**src/rtl/irq_pkg.sv**
```systemverilog
package irq_pkg;
  typedef enum logic {
    SRC_MASKABLE = 1'b0,
    SRC_NMI      = 1'b1
  } irq_src_e;
endpackage

```
**src/rtl/irq_edge_pend.sv**
```systemverilog
module irq_edge_pend #(
  parameter int unsigned N = 7
) (
  input  logic         clk_i,
  input  logic         rst_ni,
  input  logic [N-1:0] req_i,
  input  logic [N-1:0] clr_i,
  output logic [N-1:0] pend_o
);
  logic [N-1:0] prev_q;

  for (genvar g = 0; g < N; g++) begin : g_bit
    logic rise;
    assign rise = req_i[g] & ~prev_q[g];

    always_ff @(posedge clk_i or negedge rst_ni) begin
      if (!rst_ni) begin
        prev_q[g] <= 1'b0;
        pend_o[g] <= 1'b0;
      end else begin
        prev_q[g] <= req_i[g];
        // a fresh edge wins over a clear in the same cycle
        if (rise)          pend_o[g] <= 1'b1;
        else if (clr_i[g]) pend_o[g] <= 1'b0;
      end
    end
  end
endmodule

```
**src/rtl/irq_prio_pick.sv**
```systemverilog
module irq_prio_pick #(
  parameter int unsigned N  = 7,
  parameter int unsigned LW = 4
) (
  input  logic [N-1:0]  pend_i,
  output logic          any_o,
  output logic [LW-1:0] lvl_o
);
  always_comb begin
    lvl_o = '0;
    for (int i = 0; i < int'(N); i++) begin
      if (pend_i[i]) lvl_o = LW'(i + 1);
    end
  end

  assign any_o = |pend_i;
endmodule

```
**src/rtl/irq_vec_gen.sv**
```systemverilog
module irq_vec_gen #(
  parameter int unsigned       LW       = 4,
  parameter int unsigned       VEC_W    = 16,
  parameter logic [VEC_W-1:0]  VEC_BASE = 16'h0100,
  parameter int unsigned       STEP_SH  = 2
) (
  input  logic             clk_i,
  input  logic             rst_ni,
  input  logic             load_i,
  input  logic [LW-1:0]    lvl_i,
  output logic [VEC_W-1:0] vec_o,
  output logic             vld_o
);
  logic [VEC_W-1:0] vec_d;
  assign vec_d = VEC_BASE + (VEC_W'(lvl_i) << STEP_SH);

  always_ff @(posedge clk_i or negedge rst_ni) begin
    if (!rst_ni) begin
      vec_o <= '0;
      vld_o <= 1'b0;
    end else begin
      vld_o <= load_i;
      if (load_i) vec_o <= vec_d;
    end
  end
endmodule

```
**src/rtl/irq_prio_ctrl.sv**
```systemverilog
module irq_prio_ctrl
  import irq_pkg::*;
#(
  parameter int unsigned      NUM_REQ  = 7,
  parameter int unsigned      VEC_W    = 16,
  parameter logic [VEC_W-1:0] VEC_BASE = 16'h0100,
  parameter int unsigned      STEP_SH  = 2,
  localparam int unsigned     MW       = $clog2(NUM_REQ + 1),
  localparam int unsigned     LW       = $clog2(NUM_REQ + 2)
) (
  input  logic               clk_i,
  input  logic               rst_ni,
  input  logic [NUM_REQ-1:0] req_i,
  input  logic               nmi_i,
  input  logic [MW-1:0]      mask_lvl_i,
  input  logic               en_set_i,
  input  logic               ack_i,
  output logic               irq_o,
  output logic [VEC_W-1:0]   vec_o,
  output logic               vec_vld_o
);
  localparam logic [LW-1:0] NMI_LVL = LW'(NUM_REQ + 1);

  logic [NUM_REQ-1:0] pend, clr;
  logic               nmi_pend, nmi_clr;
  logic               m_any;
  logic [LW-1:0]      m_lvl, win_lvl;
  irq_src_e           win_src;
  logic               m_fwd, fwd, accept;
  logic               en_q;

  irq_edge_pend #(.N(NUM_REQ)) u_mpend (
    .clk_i, .rst_ni, .req_i(req_i), .clr_i(clr), .pend_o(pend)
  );

  irq_edge_pend #(.N(1)) u_npend (
    .clk_i, .rst_ni, .req_i(nmi_i), .clr_i(nmi_clr), .pend_o(nmi_pend)
  );

  irq_prio_pick #(.N(NUM_REQ), .LW(LW)) u_pick (
    .pend_i(pend), .any_o(m_any), .lvl_o(m_lvl)
  );

  assign win_src = nmi_pend ? SRC_NMI : SRC_MASKABLE;
  assign win_lvl = (win_src == SRC_NMI) ? NMI_LVL : m_lvl;

  // strict threshold: level must exceed mask
  assign m_fwd  = en_q & m_any & (m_lvl > {{(LW-MW){1'b0}}, mask_lvl_i});
  assign fwd    = nmi_pend | m_fwd;
  assign accept = ack_i & fwd;
  assign irq_o  = fwd & ~ack_i;

  assign nmi_clr = accept & (win_src == SRC_NMI);
  for (genvar g = 0; g < NUM_REQ; g++) begin : g_clr
    assign clr[g] = accept & (win_src == SRC_MASKABLE) & (m_lvl == LW'(g + 1));
  end

  always_ff @(posedge clk_i or negedge rst_ni) begin
    if (!rst_ni)       en_q <= 1'b0;
    else if (accept)   en_q <= 1'b0;
    else if (en_set_i) en_q <= 1'b1;
  end

  irq_vec_gen #(
    .LW(LW), .VEC_W(VEC_W), .VEC_BASE(VEC_BASE), .STEP_SH(STEP_SH)
  ) u_vec (
    .clk_i, .rst_ni, .load_i(accept), .lvl_i(win_lvl),
    .vec_o(vec_o), .vld_o(vec_vld_o)
  );
endmodule

```
**config.mk**
```make
export PLATFORM = sky130hd
export DESIGN_NAME = irq_prio_ctrl
export DESIGN_NICKNAME = d
export VERILOG_FILES = /design/src/rtl/irq_pkg.sv /design/src/rtl/irq_edge_pend.sv /design/src/rtl/irq_prio_pick.sv /design/src/rtl/irq_vec_gen.sv /design/src/rtl/irq_prio_ctrl.sv
export SDC_FILE = /design/constraint.sdc
export NUM_CORES = 1
export LEC_CHECK = 0
export CAP_MARGIN = 20
export CORE_MARGIN = 2
export CORE_UTILIZATION = 54
export DETAILED_ROUTE_END_ITERATION = 8
export DONT_BUFFER_PORTS = 1
export GPL_TIMING_DRIVEN = 0
export PLACE_DENSITY = 0.72
export SETUP_SLACK_MARGIN = 0.3
export SLEW_MARGIN = 10
export SYNTH_ARGS = -nofsm -noshare
export SYNTH_HDL_FRONTEND = slang
export SYNTH_SLANG_ARGS = --single-unit
```
**constraint.sdc**
```tcl
create_clock -name clk_i -period 2.1 [get_ports clk_i]
set_input_delay 0 -clock clk_i [delete_from_list [all_inputs] [get_ports clk_i]]
set_output_delay 0 -clock clk_i [all_outputs]
set_load 0.1 [all_outputs]
```
=== After elaboration in Yosys (flattened, before gate mapping) ===
Cells that the tools add are included.
Widths: inputs -> output; s select.

* Add/sub/neg operators: 1
* Magnitude comparators: 1
* Equality and inequality tests: 7
* Muxes and demuxes: 27
* Bitwise operators: 32
* Reductions and logical operators: 10

{| class="wikitable"
|+ Operators with widths
! kind !! number
|-
| $and 1x1->1 || 21
|-
| $mux 1 || 20
|-
| $reduce_bool 2->1 || 9
|-
| $eq 4x3->1 const B || 4
|-
| $mux 3 || 4
|-
| $add 9x6->10 const A || 1
|-
| $not 1->1 || 10
|-
| $eq 4x2->1 const B || 2
|-
| $reduce_or 7->1 || 1
|-
| $eq 4x1->1 const B || 1
|-
| $gt 4x3->1 || 1
|-
| $mux 2 || 2
|-
| $mux 4 || 1
|-
| $or 1x1->1 || 1
|}

* Register bits after elaboration: 34
* Input bits: 15
* Output and inout bits: 18
* Word-level logic and storage cells: 97

=== Longest topological paths before layout ===
* Depth after elaboration: 15
* Depth in mapped cells: 8
* Depth with buffers taken out: 8

=== Cells and area by module ===
A second synthesis with hierarchy kept.

* Cells, all modules: 117
* Area total of the unflattened synthesis: 1,201.2 um^2

{| class="wikitable"
|+ Modules (own cells, without submodules)
! module !! instances !! cells an instance !! area each (um^2) !! seq. area each (um^2)
|-
| irq_edge_pend (u_mpend) || 1 || 35 || 490.5 || 350.3
|-
| irq_vec_gen || 1 || 23 || 287.8 || 150.1
|-
| irq_prio_ctrl || 1 || 41 || 286.5 || 25.0
|-
| irq_edge_pend (u_npend) || 1 || 5 || 70.1 || 50.0
|-
| irq_prio_pick || 1 || 13 || 66.3 || 0.0
|}

=== Worst setup path after synthesis ===
Ideal clock, no wire load.

* Kind: reg2out
* Start: register u_mpend.pend_o[3]
* End: output irq_o
* Arrival: 2.894 ns
* Required time: 2.100 ns
* Slack: -0.794 ns
* Stages on the path, launching flop included: 8
* Path buffers: 0
* Path through: dfrtp_1 -> nor4_4 -> inv_1 -> ha_1 -> nor2_1 -> a31oi_1 -> a31oi_1 -> nor2_1

* Word-level cells in the longest chain between the ends: 8
* Elaborated cells on any way between the ends: 10
* Classes of those cells: order compare: 1; mux: 4; bitwise: 4; reduce/logical: 1

{| class="wikitable"
|+ Ends and longest elaborated chain
! element !! RTL line !! text
|-
| start, declared || irq_edge_pend.sv:8 || <nowiki>output logic [N-1:0] pend_o</nowiki>
|-
| start signal, assigned by index || irq_edge_pend.sv:19 || <nowiki>pend_o[g] <= 1'b0;</nowiki>
|-
| start signal, assigned by index || irq_edge_pend.sv:23 || <nowiki>if (rise) pend_o[g] <= 1'b1;</nowiki>
|-
| start signal, assigned by index || irq_edge_pend.sv:24 || <nowiki>else if (clr_i[g]) pend_o[g] <= 1'b0;</nowiki>
|-
| $mux 3 (4 in series) || irq_prio_pick.sv:12 || <nowiki>if (pend_i[i]) lvl_o = LW'(i + 1);</nowiki>
|-
| $gt 4x3->1 || irq_prio_ctrl.sv:48 || <nowiki>assign m_fwd = en_q & m_any & (m_lvl > {{(LW-MW){1'b0}}, mask_lvl_i});</nowiki>
|-
| $and 1x1->1 (*) || irq_prio_ctrl.sv:48 ||
|-
| $or 1x1->1 (*) || irq_prio_ctrl.sv:49 || <nowiki>assign fwd = nmi_pend | m_fwd;</nowiki>
|-
| $and 1x1->1 (*) || irq_prio_ctrl.sv:51 || <nowiki>assign irq_o = fwd & ~ack_i;</nowiki>
|-
| end, declared || irq_prio_ctrl.sv:18 || <nowiki>output logic irq_o,</nowiki>
|}

Mark *: on every way between the ends. The rest lies on a longest branch, timed or not.

=== Worst setup path in the final report ===
Ends and elaborated chain as after synthesis.

==> reports/metrics.cfg <==
[route]
post-route-drc-count=0
dr.pass1.iters=4
via_per_inst=5.30
dr.first_iter.drc_count=4
ant_nets=0
wl_per_cell_um=14.9
wl_mm=2.56
num_vias=911

[clocking]
insertion_delay_ns=0.33
clock-sinks=23
htree_num_levels=1
cts-buffers-inserted=3
cts.clk_slew.worst_paths_ns=0.13
cts_buffer_depth=2
cts_tree=yes
clock-root-buffer=clkbuf_4

[finish]
fin_nets=164
fill_cells=119
fin_util_pct=80.8
antenna_cells_inserted=0
mostFrequentLayoutCell=buf_4
fin_area_um2=1570
layout_common_cells=buf_4 (22), dfrtp_1 (19), inv_1 (15), conb_1 (11), dlygate4sd3_1 (11)
area_growth_pct=41.2
layout-drive-gt1-share_pct=37.2

[die]
die_w_um=49.4
num_rows=16
fp.coreArea_um2=1940
die-area_um2=2440
dieHeight_um=49.4
pin_count=33
start_util_pct=57.2

[worst_setup_path]
cp_max_fo=4
crit_path_end_kind=primary output
crit_chain=buf_4, o31ai_4, ha_4, nor2b_4, o31a_1, a31oi_4, nor2_4
critPathKind=reg2out
cp_num_buf_inv=1
slowest_stage=nor2_4
startpoint_type=flop
crit_start=u_mpend.pend_o[3]$_DFFE_PN0P_
required_ns=2.10
crit_family=simple AND/OR/NAND/NOR gates
timing.rr.start=u_mpend.pend_o[3]$_DFFE_PN0P_
max_stage_delay_ns=0.51
worst_ep_arrival_time_ns=2.44

[sta]
period_needed_ns=2.44
slew_viol_final=0
fin_crit_sh_pct=116
setup_viol=10
slew_headroom_pct=37.0
hold_viol=0
tightest_slew_ns=0.945
rsz0062_at_grt=yes
fmax_mhz=410
skew_ns=0.00106
worst_slack_ns=-0.340

[placed_design]
place_congestion=0.756
placed_cell_area_um2=1210
pre_cts_ws_ns=-0.234
dp_hpwl_mm=1.43
io_buffers=0

[synth]
ys_ff_latch=23
synthDistinctLibCells=32
synthCells=107
synth_flop_cell=dfrtp_1
synth_area_um2=1110
async_reset_ff_share_pct=100
syn_area_per_cell_um2=10.4
synth_edf_count=0
seq_area_frac_synth_pct=51.8
yosysWarnings=0

[global_routing]
grt_pass1_wl_mm=4.16
grt_use_total_pct=22.7
gr-total-overflow=0
grt_pass1_vias=910
grt_max_degree=24
antenna_found_initial=0

[run_status]
violations=setup timing
status=complete, but fails checks

[power_and_ir_drop]
p_total_mw=1.25
p_per_area_nw_per_um2=797
intPower_uw=679
ir_drop_uv=683
power_frac_clock_pct=17.7
seq_power_share_pct=55.3
p_sw_share_pct=45.7
p_sw_uw=572
p_comb_share_pct=27.0
p_leak_nw=0.712

[min_path]
min_from=ack_i
hold_class=in2reg

[run]
cap_violations=0

==> metal layers <==
metal  wire [um]  share of wire, %  GRT usage, %  vias to the layer above
li1            -                 -             -                      428
met1        1120                44          29.7                      444
met2        1250                49          35.4                       33
met3         125               4.9          3.99                        6
met4          60               2.3          12.9                        0
met5           0                 0             0                        -
==> cells in the mapped netlist, types with 2 or more instances <==
| cell type | count | area share, % |
|---|---|---|
| nand2_1 | 5 | 1.7 |
| a31oi_1 | 2 | 1.1 |
| dfrtp_1 | 23 | 52 |
| ha_1 | 3 | 3.4 |
| o22ai_1 | 5 | 2.8 |
| nor2_1 | 5 | 1.7 |
| nor2b_1 | 2 | 1.1 |
| inv_1 | 16 | 5.4 |
| o21ai_0 | 6 | 2.7 |
| nand2b_1 | 2 | 1.1 |
| buf_4 | 11 | 7.4 |
| a21oi_1 | 2 | 0.90 |
| o31a_1 | 2 | 1.6 |
| nor3_1 | 3 | 1.4 |
| nand4_1 | 3 | 1.7 |
==> final cells by class <==
| cell class | count | area (um^2) | area share [%] |
|---|---|---|---|
| Inverter | 16 | 60.1 | 3.83 |
| Buffer | 11 | 82.6 | 5.26 |
| Clock inverter | 1 | 7.51 | 0.478 |
| Clock buffer | 3 | 22.5 | 1.44 |
| Multi-Input combinational cell | 67 | 563 | 35.9 |
| Timing Repair Buffer | 24 | 219 | 14.0 |
| Tap cell | 27 | 33.8 | 2.15 |
| Sequential cell | 23 | 581 | 37.0 |
==> kinds of logic after synthesis <==
kind of cell	Yosys count	synth area share [%]
flip-flops	23	51.8
adder cells (fa/ha/maj)	3	3.38
other	1	0.338
AND/OR/NAND/NOR	27	15.1
buffers and inverters	27	12.8
AO/OA/AOI/OAI	26	16.6
==> worst register-to-register path, delay by kind of cell, from the launching register on <==
family | cells | cell delay, ns
AND/OR/NAND/NOR | 3 | 0.66
flip-flops | 1 | 0.47
adder cells (fa/ha/maj) | 1 | 0.25
AO/OA/AOI/OAI | 2 | 0.55
buffers and inverters | 2 | 0.31
==> metrics by stage <==
stage               hold WS, ns  instances  TNS (ns)
floorplan                -0.296        117    -0.203
global placement         -0.295        144     -1.02
detailed placement       -0.295        144     -1.20
CTS                      0.0595        169    -0.898
global route             0.0706        172     -2.16
finish                   0.0659        172     -1.24
==> repair_timing <==
action,4_1_cts,5_1_grt
hold buffers,11,0
resized for setup,21,5
pin swaps,7,7
setup endpoints to repair,15,15
hold endpoints to repair,46,0
setup buffers,10,2
==> sequential cells by signal, summed over array words and instances (netlist names) <==
register	count
en_q	1
u_mpend.pend_o	7
u_mpend.prev_q	7
u_npend.pend_o	1
u_npend.prev_q	1
u_vec.vec_o	5
u_vec.vld_o	1
==> path summary, 6_finish.rpt <==
| path | end | slack (ns) | cells past startpoint |
|---|---|---|---|
| min in group asynchronous | u_vec.vec_o[2]$_DFFE_PN0N_ | 0.08 | 1 |
| worst max register to register | u_vec.vec_o[8]$_DFFE_PN0N_ | -0.25 | 8 |
| worst min-delay path | u_vec.vec_o[4]$_DFFE_PN0N_ | 0.07 | 3 |
| worst max-delay path | irq_o | -0.34 | 7 |
| worst min register to register | u_mpend.pend_o[6]$_DFFE_PN0P_ | 0.43 | 1 |
| max in group asynchronous | u_mpend.pend_o[6]$_DFFE_PN0P_ | 1.55 | 2 |
==> power groups by stage <==
stage                     clock (mW)  combinational, mW  sequential (mW)
final                          0.222              0.338            0.691
after global routing           0.236              0.359            0.697
after CTS                      0.220              0.302            0.687
after detailed placement           0              0.227            0.693
after global placement             0              0.222            0.691
after floorplan                    0              0.209            0.684
No activity file was read; power rests on OpenSTA's default activity.
